<file path="src/rtl/fault_rec_pkg.sv">
package fault_rec_pkg;
  localparam int REC_W    = 64;
  localparam int SID_W    = 16;
  localparam int FR_W     = 8;
  localparam int AT_W     = 2;
  localparam int FLAG_BIT = 63;
  localparam int TYPE_BIT = 62;
  localparam int AT_LSB   = 60;
  localparam int FR_LSB   = 32;
  localparam int SID_LSB  = 0;

  typedef struct packed {
    logic [SID_W-1:0] sid;
    logic             is_read;
    logic [AT_W-1:0]  at;
    logic [FR_W-1:0]  reason;
  } fault_evt_t;

  // Builds the readable word from the stored state.
  function automatic logic [REC_W-1:0] pack_record(logic flag, fault_evt_t e, logic at_en);
    logic [REC_W-1:0] w;
    w = '0;
    w[FLAG_BIT] = flag;
    w[TYPE_BIT] = e.is_read;
    w[AT_LSB +: AT_W] = at_en ? e.at : '0;
    w[FR_LSB +: FR_W] = e.reason;
    w[SID_LSB +: SID_W] = e.sid;
    return w;
  endfunction

  // A write releases the slot only through a 1 in the flag position.
  function automatic logic clear_request(logic wr, logic [REC_W-1:0] wd);
    return wr & wd[FLAG_BIT];
  endfunction
endpackage

</file>
<file path="src/rtl/fault_slot_ctrl.sv">
module fault_slot_ctrl
  import fault_rec_pkg::*;
(
  input  logic             fault_in,
  input  logic [SID_W-1:0] fault_sid,
  input  logic             flag,
  input  logic             pend,
  input  logic             defer,
  input  logic [SID_W-1:0] owner_sid,
  input  logic             clr_hit,
  output logic             take_now,
  output logic             take_defer,
  output logic             merge,
  output logic             drop_other
);
  logic busy;
  logic same_src;

  always_comb begin
    busy       = flag | pend | defer;
    same_src   = (fault_sid == owner_sid);
    take_defer = fault_in & clr_hit;
    take_now   = fault_in & ~busy;
    merge      = fault_in & busy & ~clr_hit & same_src;
    drop_other = fault_in & busy & ~clr_hit & ~same_src;
  end
endmodule

</file>
<file path="src/rtl/fault_store.sv">
module fault_store
  import fault_rec_pkg::*;
(
  input  logic       clk,
  input  logic       pwr_rst_n,
  input  logic       take_now,
  input  logic       take_defer,
  input  logic       drop_other,
  input  logic       clr_hit,
  input  fault_evt_t evt_in,
  output fault_evt_t fld_q,
  output fault_evt_t dfr_q,
  output logic       flag_q,
  output logic       pend_q,
  output logic       defer_q,
  output logic       ovf_q
);
  always_ff @(posedge clk or negedge pwr_rst_n) begin
    if (!pwr_rst_n) begin
      fld_q   <= '0;
      dfr_q   <= '0;
      flag_q  <= 1'b0;
      pend_q  <= 1'b0;
      defer_q <= 1'b0;
      ovf_q   <= 1'b0;
    end else begin
      if (take_now)     fld_q <= evt_in;
      else if (defer_q) fld_q <= dfr_q;
      if (take_defer)   dfr_q <= evt_in;
      pend_q  <= take_now | defer_q;
      defer_q <= take_defer;
      if (pend_q)       flag_q <= 1'b1;
      else if (clr_hit) flag_q <= 1'b0;
      ovf_q   <= drop_other;
    end
  end

  // fields are settled before the flag becomes visible
  p_flag_after_fields_r2: assert property (@(posedge clk) disable iff (!pwr_rst_n)
    $rose(flag_q) |-> $stable(fld_q));
  // a capture is always followed by the flag rising
  p_pend_sets_flag_r2: assert property (@(posedge clk) disable iff (!pwr_rst_n)
    pend_q |=> flag_q);
  // overflow is a single-cycle pulse per drop
  p_ovf_pulse_r8: assert property (@(posedge clk) disable iff (!pwr_rst_n)
    (ovf_q && !drop_other) |=> !ovf_q);
endmodule

</file>
<file path="src/rtl/record_view.sv">
module record_view
  import fault_rec_pkg::*;
(
  input  logic             flag,
  input  fault_evt_t       fld,
  input  logic             at_en,
  output logic [REC_W-1:0] rdata
);
  always_comb rdata = pack_record(flag, fld, at_en);
endmodule

</file>
<file path="src/rtl/fault_log_reg.sv">
module fault_log_reg
  import fault_rec_pkg::*;
(
  input  logic        clk,
  input  logic        pwr_rst_n,
  input  logic        rst_n,
  input  logic        devtlb_en,
  input  logic        flt_valid,
  input  logic [15:0] flt_sid,
  input  logic        flt_is_read,
  input  logic [1:0]  flt_at,
  input  logic [7:0]  flt_reason,
  input  logic        reg_wr,
  input  logic [63:0] reg_wdata,
  output logic [63:0] reg_rdata,
  output logic        ovf_pulse
);
  fault_evt_t evt_in, fld_q, dfr_q;
  logic fault_ok, wr_ok, clr_hit;
  logic flag_q, pend_q, defer_q, ovf_q;
  logic take_now, take_defer, merge, drop_other;
  logic [SID_W-1:0] owner_sid;
  logic unused_wdata;

  assign unused_wdata = ^reg_wdata[TYPE_BIT:0];

  always_comb begin
    evt_in.sid     = flt_sid;
    evt_in.is_read = flt_is_read;
    evt_in.at      = flt_at;
    evt_in.reason  = flt_reason;
    fault_ok  = flt_valid & rst_n;
    wr_ok     = reg_wr & rst_n;
    clr_hit   = clear_request(wr_ok, reg_wdata) & flag_q;
    owner_sid = defer_q ? dfr_q.sid : fld_q.sid;
  end

  fault_slot_ctrl u_ctrl (
    .fault_in  (fault_ok),
    .fault_sid (flt_sid),
    .flag      (flag_q),
    .pend      (pend_q),
    .defer     (defer_q),
    .owner_sid (owner_sid),
    .clr_hit   (clr_hit),
    .take_now  (take_now),
    .take_defer(take_defer),
    .merge     (merge),
    .drop_other(drop_other)
  );

  fault_store u_store (
    .clk       (clk),
    .pwr_rst_n (pwr_rst_n),
    .take_now  (take_now),
    .take_defer(take_defer),
    .drop_other(drop_other),
    .clr_hit   (clr_hit),
    .evt_in    (evt_in),
    .fld_q     (fld_q),
    .dfr_q     (dfr_q),
    .flag_q    (flag_q),
    .pend_q    (pend_q),
    .defer_q   (defer_q),
    .ovf_q     (ovf_q)
  );

  record_view u_view (
    .flag (flag_q),
    .fld  (fld_q),
    .at_en(devtlb_en),
    .rdata(reg_rdata)
  );

  assign ovf_pulse = ovf_q;

  // a same-source merge leaves the record alone and raises no overflow
  p_no_overflow_r3: assert property (@(posedge clk) disable iff (!pwr_rst_n)
    merge |=> ($stable(fld_q) && !ovf_pulse));
  // a write without bit 63 does not drop a set flag
  p_w1c_zero_keeps_r1: assert property (@(posedge clk) disable iff (!pwr_rst_n)
    (flag_q && reg_wr && !reg_wdata[FLAG_BIT]) |=> flag_q);
  // on a collision the clear wins and the fields stay for one edge
  p_clear_first_r9: assert property (@(posedge clk) disable iff (!pwr_rst_n)
    take_defer |=> (!flag_q && $stable(fld_q)));
  // address type is hidden when the feature is off
  p_at_masked_r5: assert property (@(posedge clk) disable iff (!pwr_rst_n)
    !devtlb_en |-> (reg_rdata[AT_LSB +: AT_W] == '0));
  // no overflow report follows a cycle held in functional reset
  p_reset_quiet_r11: assert property (@(posedge clk) disable iff (!pwr_rst_n)
    !rst_n |=> !ovf_pulse);
endmodule

</file>
<file path="config.mk">
export PLATFORM = sky130hd
export DESIGN_NAME = fault_log_reg
export DESIGN_NICKNAME = d
export VERILOG_FILES = /design/src/rtl/fault_rec_pkg.sv /design/src/rtl/fault_slot_ctrl.sv /design/src/rtl/fault_store.sv /design/src/rtl/record_view.sv /design/src/rtl/fault_log_reg.sv
export SDC_FILE = /design/constraint.sdc
export NUM_CORES = 1
export LEC_CHECK = 0
export BUFFER_PORTS_ARGS = -buffer_cell sky130_fd_sc_hd__buf_2
export CAP_MARGIN = 0
export CORE_MARGIN = 2
export CORE_UTILIZATION = 52
export CTS_BUF_LIST = sky130_fd_sc_hd__clkbuf_4
export DETAILED_ROUTE_END_ITERATION = 12
export GPL_TIMING_DRIVEN = 0
export PLACE_DENSITY = 0.88
export SLEW_MARGIN = 10
export SYNTH_ARGS = -nofsm -noshare
export SYNTH_HDL_FRONTEND = slang
export SYNTH_HIERARCHICAL = 1
export SYNTH_SLANG_ARGS = --single-unit
</file>
<file path="constraint.sdc">
create_clock -name clk -period 5.4 [get_ports clk]
set_input_delay 1.08 -clock clk [delete_from_list [all_inputs] [get_ports clk]]
set_output_delay 1.08 -clock clk [all_outputs]
set_load 0.01 [all_outputs]
</file>
[Word-level counts from Yosys, hierarchy flattened]
Index checks and enable logic that the tools add are counted.
W data, S select, Z words.
Storage, ports and cells
  register bits: 58
  bits in latches: 0
  RAM bits: 0
  bits in read-only memories: 0
  input bits: 97
  output and inout bits: 65
  logic and storage cells: 36
  memories kept: 0
Operators by class
  $add $sub $neg: 0
  $mul: 0
  div/mod/pow operators: 0
  magnitude comparators: 0
  equality and inequality tests: 1
  shifts and indexed selects: 0
  multiplexer cells: 6
  bitwise gates (word level): 15
  reduce and logical (&&, ||, !) cells: 2
Operator list (number)
  $mux W27: 2
  $eq A16 B16 Y1: 1
  $mux W16: 1
  $and A1 B1 Y1: 9
  $reduce_bool A2 Y1: 2
  $not A1 Y1: 3
  $or A1 B1 Y1: 3
  $mux W1: 2
  $mux W2: 1

[Logic depth before layout (Yosys ltp)]
Gate-level depths: netlist (run 1).
  depth in word-level cells: 6
  depth in mapped cells: 7
  mapped depth without buffers: 5

[Modules after synthesis]
Netlist (run 1), hierarchy kept.
Modules (own cells, without submodules)
  fault_store: instances 1, cells each 181, area an instance 2467.4 µm², seq. area each 1451.4 µm²
  record_view: instances 1, cells each 65, area an instance 481.7 µm², seq. area each 0.0 µm²
  fault_log_reg: instances 1, cells each 20, area an instance 264.0 µm², seq. area each 0.0 µm²
  fault_slot_ctrl: instances 1, cells each 27, area an instance 216.5 µm², seq. area each 0.0 µm²

[Worst setup path before layout (run 1)]
No wires, ideal clock.
  path type: in2out
  start point: input devtlb_en
  end point: output reg_rdata[60]
  arrival: 1.226 ns
  data required time: 4.320 ns
  path slack: 3.094 ns
  stages: 1
  path buffers: 0
  path through: and2_1
Between the ends
  cells in the longest elaborated chain, start to end: 1
RTL lines
  start, declared: line fault_log_reg.sv:7  | input logic devtlb_en,
  $mux W2: line fault_rec_pkg.sv:25  | w[AT_LSB +: AT_W] = at_en ? e.at : '0;
  end, declared: line fault_log_reg.sv:15  | output logic [63:0] reg_rdata,
Every way passes these cells.

[Worst setup path after layout (run 1)]
  start point: input devtlb_en
  end point: output reg_rdata[61]
Same word-level chain as after synthesis.

==> metrics.csv, run 1 <==
metric,value,unit
status,finished clean,
fp.dieArea,7250,um2
cts_max_level,3,
cts_hold_buffers,0,
synth_cells,292,
wl_per_cell,13.7,um
numPortBuffers,62,
internal_power,0.00121,W
dp_cells,467,
grt_max_degree,31,
final_cell_count_no_fill,483,
path_buf_inv,2,
antenna_left,0,
avgViaCountPerCell,4.68,
final_nets,498,
wl,6610,um
finalSetupViolCount,0,
power_frac_seq,41.9,%
slew_violations,0,
start_util,54.0,%
num_rows,29,
grt_pass1_wl,11100,um
min_period_over_period,46.5,%
seqCellArea,1450,um2
clock_skew,0.0121,ns
drtPass1Iterations,5,
clockBufferDepth,2,
grt_overflow,0,
cp_common_cell,buf_2,
drtIter0Drc,149,
crit_path_cell_trace,buf_2 > and2_1 > buf_2,
cts_setup_buffers,0,
worst_pin_slew,0.666,ns
remaining_drc_errors,0,
num_vias,2261,
path_delay_family,buffers and inverters,
place.gp.congestion,0.757,
relSlewSlack,55.6,%
layout-drive-gt1-share,47.8,%
multi_input_comb_area,1490,um2
setup_tns,0,ns
total_power,0.00177,W
worstHoldPathType,reg -> reg,
cp-start-kind,input port,
clk_latency,0.40,ns
crit_type,in -> out,
fin_crit,2.51,ns
swShare,32.0,%
drv_cap,0,
critPathSlowestCell,buf_2,
yosys_warnings,6,
hpwl,4800,um
ctsResizeCount,0,
p_leak,2.08,nW
grt_pass1_vias,2324,
dieWidth,85.2,um
cp_max_fo,2,
cp.required,4.32,ns
syn_to_final_growth,20.0,%
hold_viol,0,
ioPinCount,162,
num_antenna_cells,0,
end_kind,output pin,
clkPwrFrac,16.7,%
die_h,85.2,um
antenna_found_initial,0,
clkTransAtPathRegs,0.08,ns
combPwrFrac,41.3,%
fmax,0.399,GHz
core_area,6350,um2
cts_buffers,9,
synth_area,3430,um2
tritoncts,done,
slowest_delay,0.13,ns
rsz0062_at_grt,no,
avgSynthCellArea,11.7,um2
p_sw,0.000568,W
cts_root_buf,clkbuf_4,
gr-usage-all-layers,19.5,%
fillers,532,
cts_sinks,58,
crit_arrival,1.43,ns
pwr_density_cell,431,nW/um2
peakVddDrop,0.276,mV
==> placed cells by master, fill, tap and decap left out, drive strengths merged <==
cell type  instances
a21o               1
and2               4
and4               1
buf              137
bufinv             1
clkbuf            13
clkinv             4
conb              36
dfrtp             58
inv                2
mux2              43
mux2i             27
nand2             27
nand4              1
nor2b              1
nor4               4
nor4b              1
o21ai             27
o311ai             1
or2                1
xor2              16
==> final timing paths <==
check,startpoint,endpoint,slack [ns],cells past startpoint
max in group asynchronous,pwr_rst_n,u_store/dfr_q[11]$_DFFE_PN0P_,4.10,2
min,u_store/dfr_q[1]$_DFFE_PN0P_,u_store/dfr_q[1]$_DFFE_PN0P_,0.51,1
min in group asynchronous,pwr_rst_n,u_store/dfr_q[22]$_DFFE_PN0P_,0.71,1
max reg2reg,u_store/defer_q$_DFF_PN0_,u_store/ovf_q$_DFF_PN0_,3.39,7
max,devtlb_en,reg_rdata[61],2.89,3
min reg2reg,u_store/dfr_q[1]$_DFFE_PN0P_,u_store/dfr_q[1]$_DFFE_PN0P_,0.51,1
==> through the flow <==
step                      area (um2)  setup WS [ns]  utilization [%]  hold slack (ns)
final                           4110           2.89             64.7            0.513
after CTS                       4110           2.89             64.7            0.513
after global routing            4110           2.87             64.7            0.529
after floorplan                 3560           3.09                -            0.451
after global placement          3960           2.88             62.4            0.481
after detailed placement        3980           2.86             62.7            0.490
==> per-layer routing <==
layer,routed length [um],vias to the layer above,GRT usage [%]
met5,0,-,0
met3,427,8,6.23
met4,68,0,5.34
li1,-,1110,-
met1,2830,1068,23.4
met2,3280,75,33.7
==> flip-flops by register name, summed over array words and instances, names as in the netlist <==
| register | count |
|---|---|
| u_store/dfr_q | 27 |
| u_store/fld_q | 27 |
| u_store/defer_q | 1 |
| u_store/flag_q | 1 |
| u_store/ovf_q | 1 |
| u_store/pend_q | 1 |
==> cell type report <==
type | instances | share of cell area, %
Tap cell | 77 | 2.34
Timing Repair Buffer | 63 | 8.03
Clock inverter | 5 | 1.10
Inverter | 2 | 0.183
Sequential cell | 58 | 35.3
Multi-Input combinational cell | 191 | 36.2
Buffer | 76 | 14.8
Clock buffer | 11 | 2.01
==> power groups by stage <==
stage	Combinational [W]	Sequential [W]	Clock [W]
after floorplan	0.000565	0.000709	0
after global placement	0.000712	0.000737	0
after detailed placement	0.000737	0.000750	0
after CTS	0.000738	0.000744	0.000309
after global routing	0.000796	0.000768	0.000327
final	0.000733	0.000744	0.000297
Note: power is estimated with default switching activity, not from simulation.
==> inputs of run 2 (changes only) <==
--- a/config.mk
+++ b/config.mk
@@ -8,11 +8,11 @@
 export BUFFER_PORTS_ARGS = -buffer_cell sky130_fd_sc_hd__buf_2
 export CAP_MARGIN = 0
 export CORE_MARGIN = 2
-export CORE_UTILIZATION = 52
+export CORE_UTILIZATION = 44
 export CTS_BUF_LIST = sky130_fd_sc_hd__clkbuf_4
 export DETAILED_ROUTE_END_ITERATION = 12
 export GPL_TIMING_DRIVEN = 0
-export PLACE_DENSITY = 0.88
+export PLACE_DENSITY = 0.79
 export SLEW_MARGIN = 10
 export SYNTH_ARGS = -nofsm -noshare
 export SYNTH_HDL_FRONTEND = slang
==> constraint.sdc (replaced) <==
create_clock -name clk -period 2.3 [get_ports clk]
set_input_delay 0.46 -clock clk [delete_from_list [all_inputs] [get_ports clk]]
set_output_delay 0.46 -clock clk [all_outputs]
set_load 0.01 [all_outputs]
==> run 2 against run 1 <==
- via count increased by 0.40%
- clock-buffer cell count decreased by 2
- clock skew decreased by 0.0030 ns
- register-to-register slack got worse by 3.2 ns
- largest power group unchanged
- critical path type is now reg -> reg
- final area decreased by 0.52%
- highest routed layer unchanged
- critical path depth increased by 4
- first-iteration DRC count decreased by 21%
- core utilization decreased by 11 points
- die area increased by 17%
==> metrics.csv, run 2 (same netlist as run 1, synthesis figures left out) <==
metric,value,unit,change
numPortBuffers,62,,unchanged
p_leak,2.05,nW,was 2.08 nW
core_area,7650,um2,was 6350 um2
fmax,0.480,GHz,
cts_max_level,3,,unchanged
tritoncts,done,,unchanged
holdWs,0.124,ns,was 0.513 ns
crit_arrival,2.34,ns,was 1.43 ns
cp.required,2.56,ns,was 4.32 ns
min_period_over_period,90.5,%,
cts_setup_buffers,0,,unchanged
cts_root_buf,clkbuf_4,,unchanged
dp_cells,491,,was 467
fp.dieArea,8510,um2,was 7250 um2
clockBufferDepth,2,,unchanged
cts_sinks,58,,unchanged
slew_violations,0,,unchanged
final_cell_count_no_fill,506,,was 483
worstHoldPathType,in -> async,,was reg -> reg
clk_latency,0.39,ns,was 0.40 ns
cp-start-kind,flop,,was input port
drtPass1Iterations,4,,was 5
antenna_left,0,,unchanged
final_nets,497,,was 498
grt_max_degree,59,,was 31
cts_hold_buffers,0,,unchanged
design_area,4090,um2,was 4110 um2
post-route-util,53.5,%,was 64.7%
layout-drive-gt1-share,47.5,%,was 47.8%
avgViaCountPerCell,4.49,,was 4.68
start_util,44.8,%,was 54.0%
num_rows,32,,was 29
cp_max_fo,10,,was 2
grt_pass1_wl,11200,um,was 11100 um
largestRegisters,"u_store/dfr_q: 27 flops, u_store/fld_q: 27 flops",,unchanged
hpwl,4870,um,was 4800 um
layout_common_cells,"buf_2, buf_4, dfrtp_1",,unchanged
grt_pass1_vias,2272,,was 2324
crit_type,reg -> reg,,was in -> out
pwr_density_cell,982,nW/um2,was 431 nW/um2
worst_pin_slew,0.742,ns,was 0.666 ns
rsz0062_at_grt,no,,unchanged
clock_skew,0.00914,ns,was 0.0121 ns
ctsResizeCount,0,,unchanged
status,finished clean,,unchanged
dieWidth,92.2,um,was 85.2 um
placed_cell_area,4000,um2,was 3980 um2
cts_buffers,9,,unchanged
fillers,698,,was 532
die_h,92.2,um,was 85.2 um
wl_per_cell,13.5,um,was 13.7 um
wl,6830,um,was 6610 um
ioPinCount,162,,unchanged
end_kind,flop,,was output pin
drv_cap,0,,unchanged
place.gp.congestion,0.762,,was 0.757
drtIter0Drc,118,,was 149
setup_tns,0,ns,unchanged
clkTransAtPathRegs,0.09,ns,was 0.08 ns
grt_overflow,0,,unchanged
peakVddDrop,0.603,mV,was 0.276 mV
antenna_found_initial,0,,unchanged
remaining_drc_errors,0,,unchanged
finalSetupViolCount,0,,unchanged
num_vias,2270,,was 2261
fin_crit,2.08,ns,
hold_viol,0,,unchanged
relSlewSlack,50.5,%,was 55.6%
num_antenna_cells,0,,unchanged
syn_to_final_growth,19.4,%,was 20.0%
final_common_cell,buf_2,,unchanged
gr-usage-all-layers,16.8,%,was 19.5%
run 2: cell type report:
| cell class | instances | area, um2 | share of cell area (%) |
|---|---|---|---|
| multi-input combinational | 191 | 1490 | 36.4 |
| sequential | 58 | 1450 | 35.5 |
| buffer | 76 | 609 | 14.9 |
| timing repair buffer | 62 | 313 | 7.65 |
| tap | 102 | 128 | 3.12 |
| clock buffer | 9 | 67.6 | 1.65 |
| clock inverter | 6 | 25.0 | 0.612 |
| inverter | 2 | 7.51 | 0.184 |
run 2: metal layers:
layer	vias up	GRT usage [%]	part of all wire [%]
li1	1106	-	-
met1	1090	22.1	45
met2	67	27.3	48
met3	7	5.26	6.0
met4	0	4.10	0.85
met5	-	0	0
run 2: critical path, cell delays in order (launching register included):
cell and delay (ns):
dfrtp_1 0.42, buf_6 0.17, buf_12 0.16, mux2_4 0.31, xor2_1 0.16, nor4_1 0.41, nand4_1 0.18, nor2b_4 0.16
run 2: final timing paths:
| path | from | to | slack, ns | cells after the start |
|---|---|---|---|---|
| setup / recovery | u_store/defer_q$_DFF_PN0_ | u_store/ovf_q$_DFF_PN0_ | 0.22 | 7 |
| hold / removal | pwr_rst_n | u_store/fld_q[23]$_DFFE_PN0P_ | 0.12 | 1 |
| setup reg to reg | u_store/defer_q$_DFF_PN0_ | u_store/ovf_q$_DFF_PN0_ | 0.22 | 7 |
| hold reg to reg | u_store/pend_q$_DFF_PN0_ | u_store/flag_q$_DFFE_PN0P_ | 0.50 | 1 |
| max in group asynchronous | pwr_rst_n | u_store/pend_q$_DFF_PN0_ | 1.67 | 1 |
| min in group clk | flt_at[1] | u_store/fld_q[9]$_DFFE_PN0P_ | 0.30 | 3 |
run 2: per-stage QoR:
stage | power, W | worst slack [ns]
after floorplan | 0.00299 | 0.551
after global routing | 0.00429 | 0.100
after CTS | 0.00406 | 0.210
after detailed placement | 0.00350 | 0.235
final | 0.00402 | 0.218
after global placement | 0.00342 | 0.285
run 2: power breakdown:
part	switching (W)	total [W]	leakage (nW)	internal (W)
sequential	0.000307	0.00175	0.732	0.00144
combinational	0.000675	0.00172	1.27	0.00104
clock	0.000352	0.000550	0.0555	0.000198
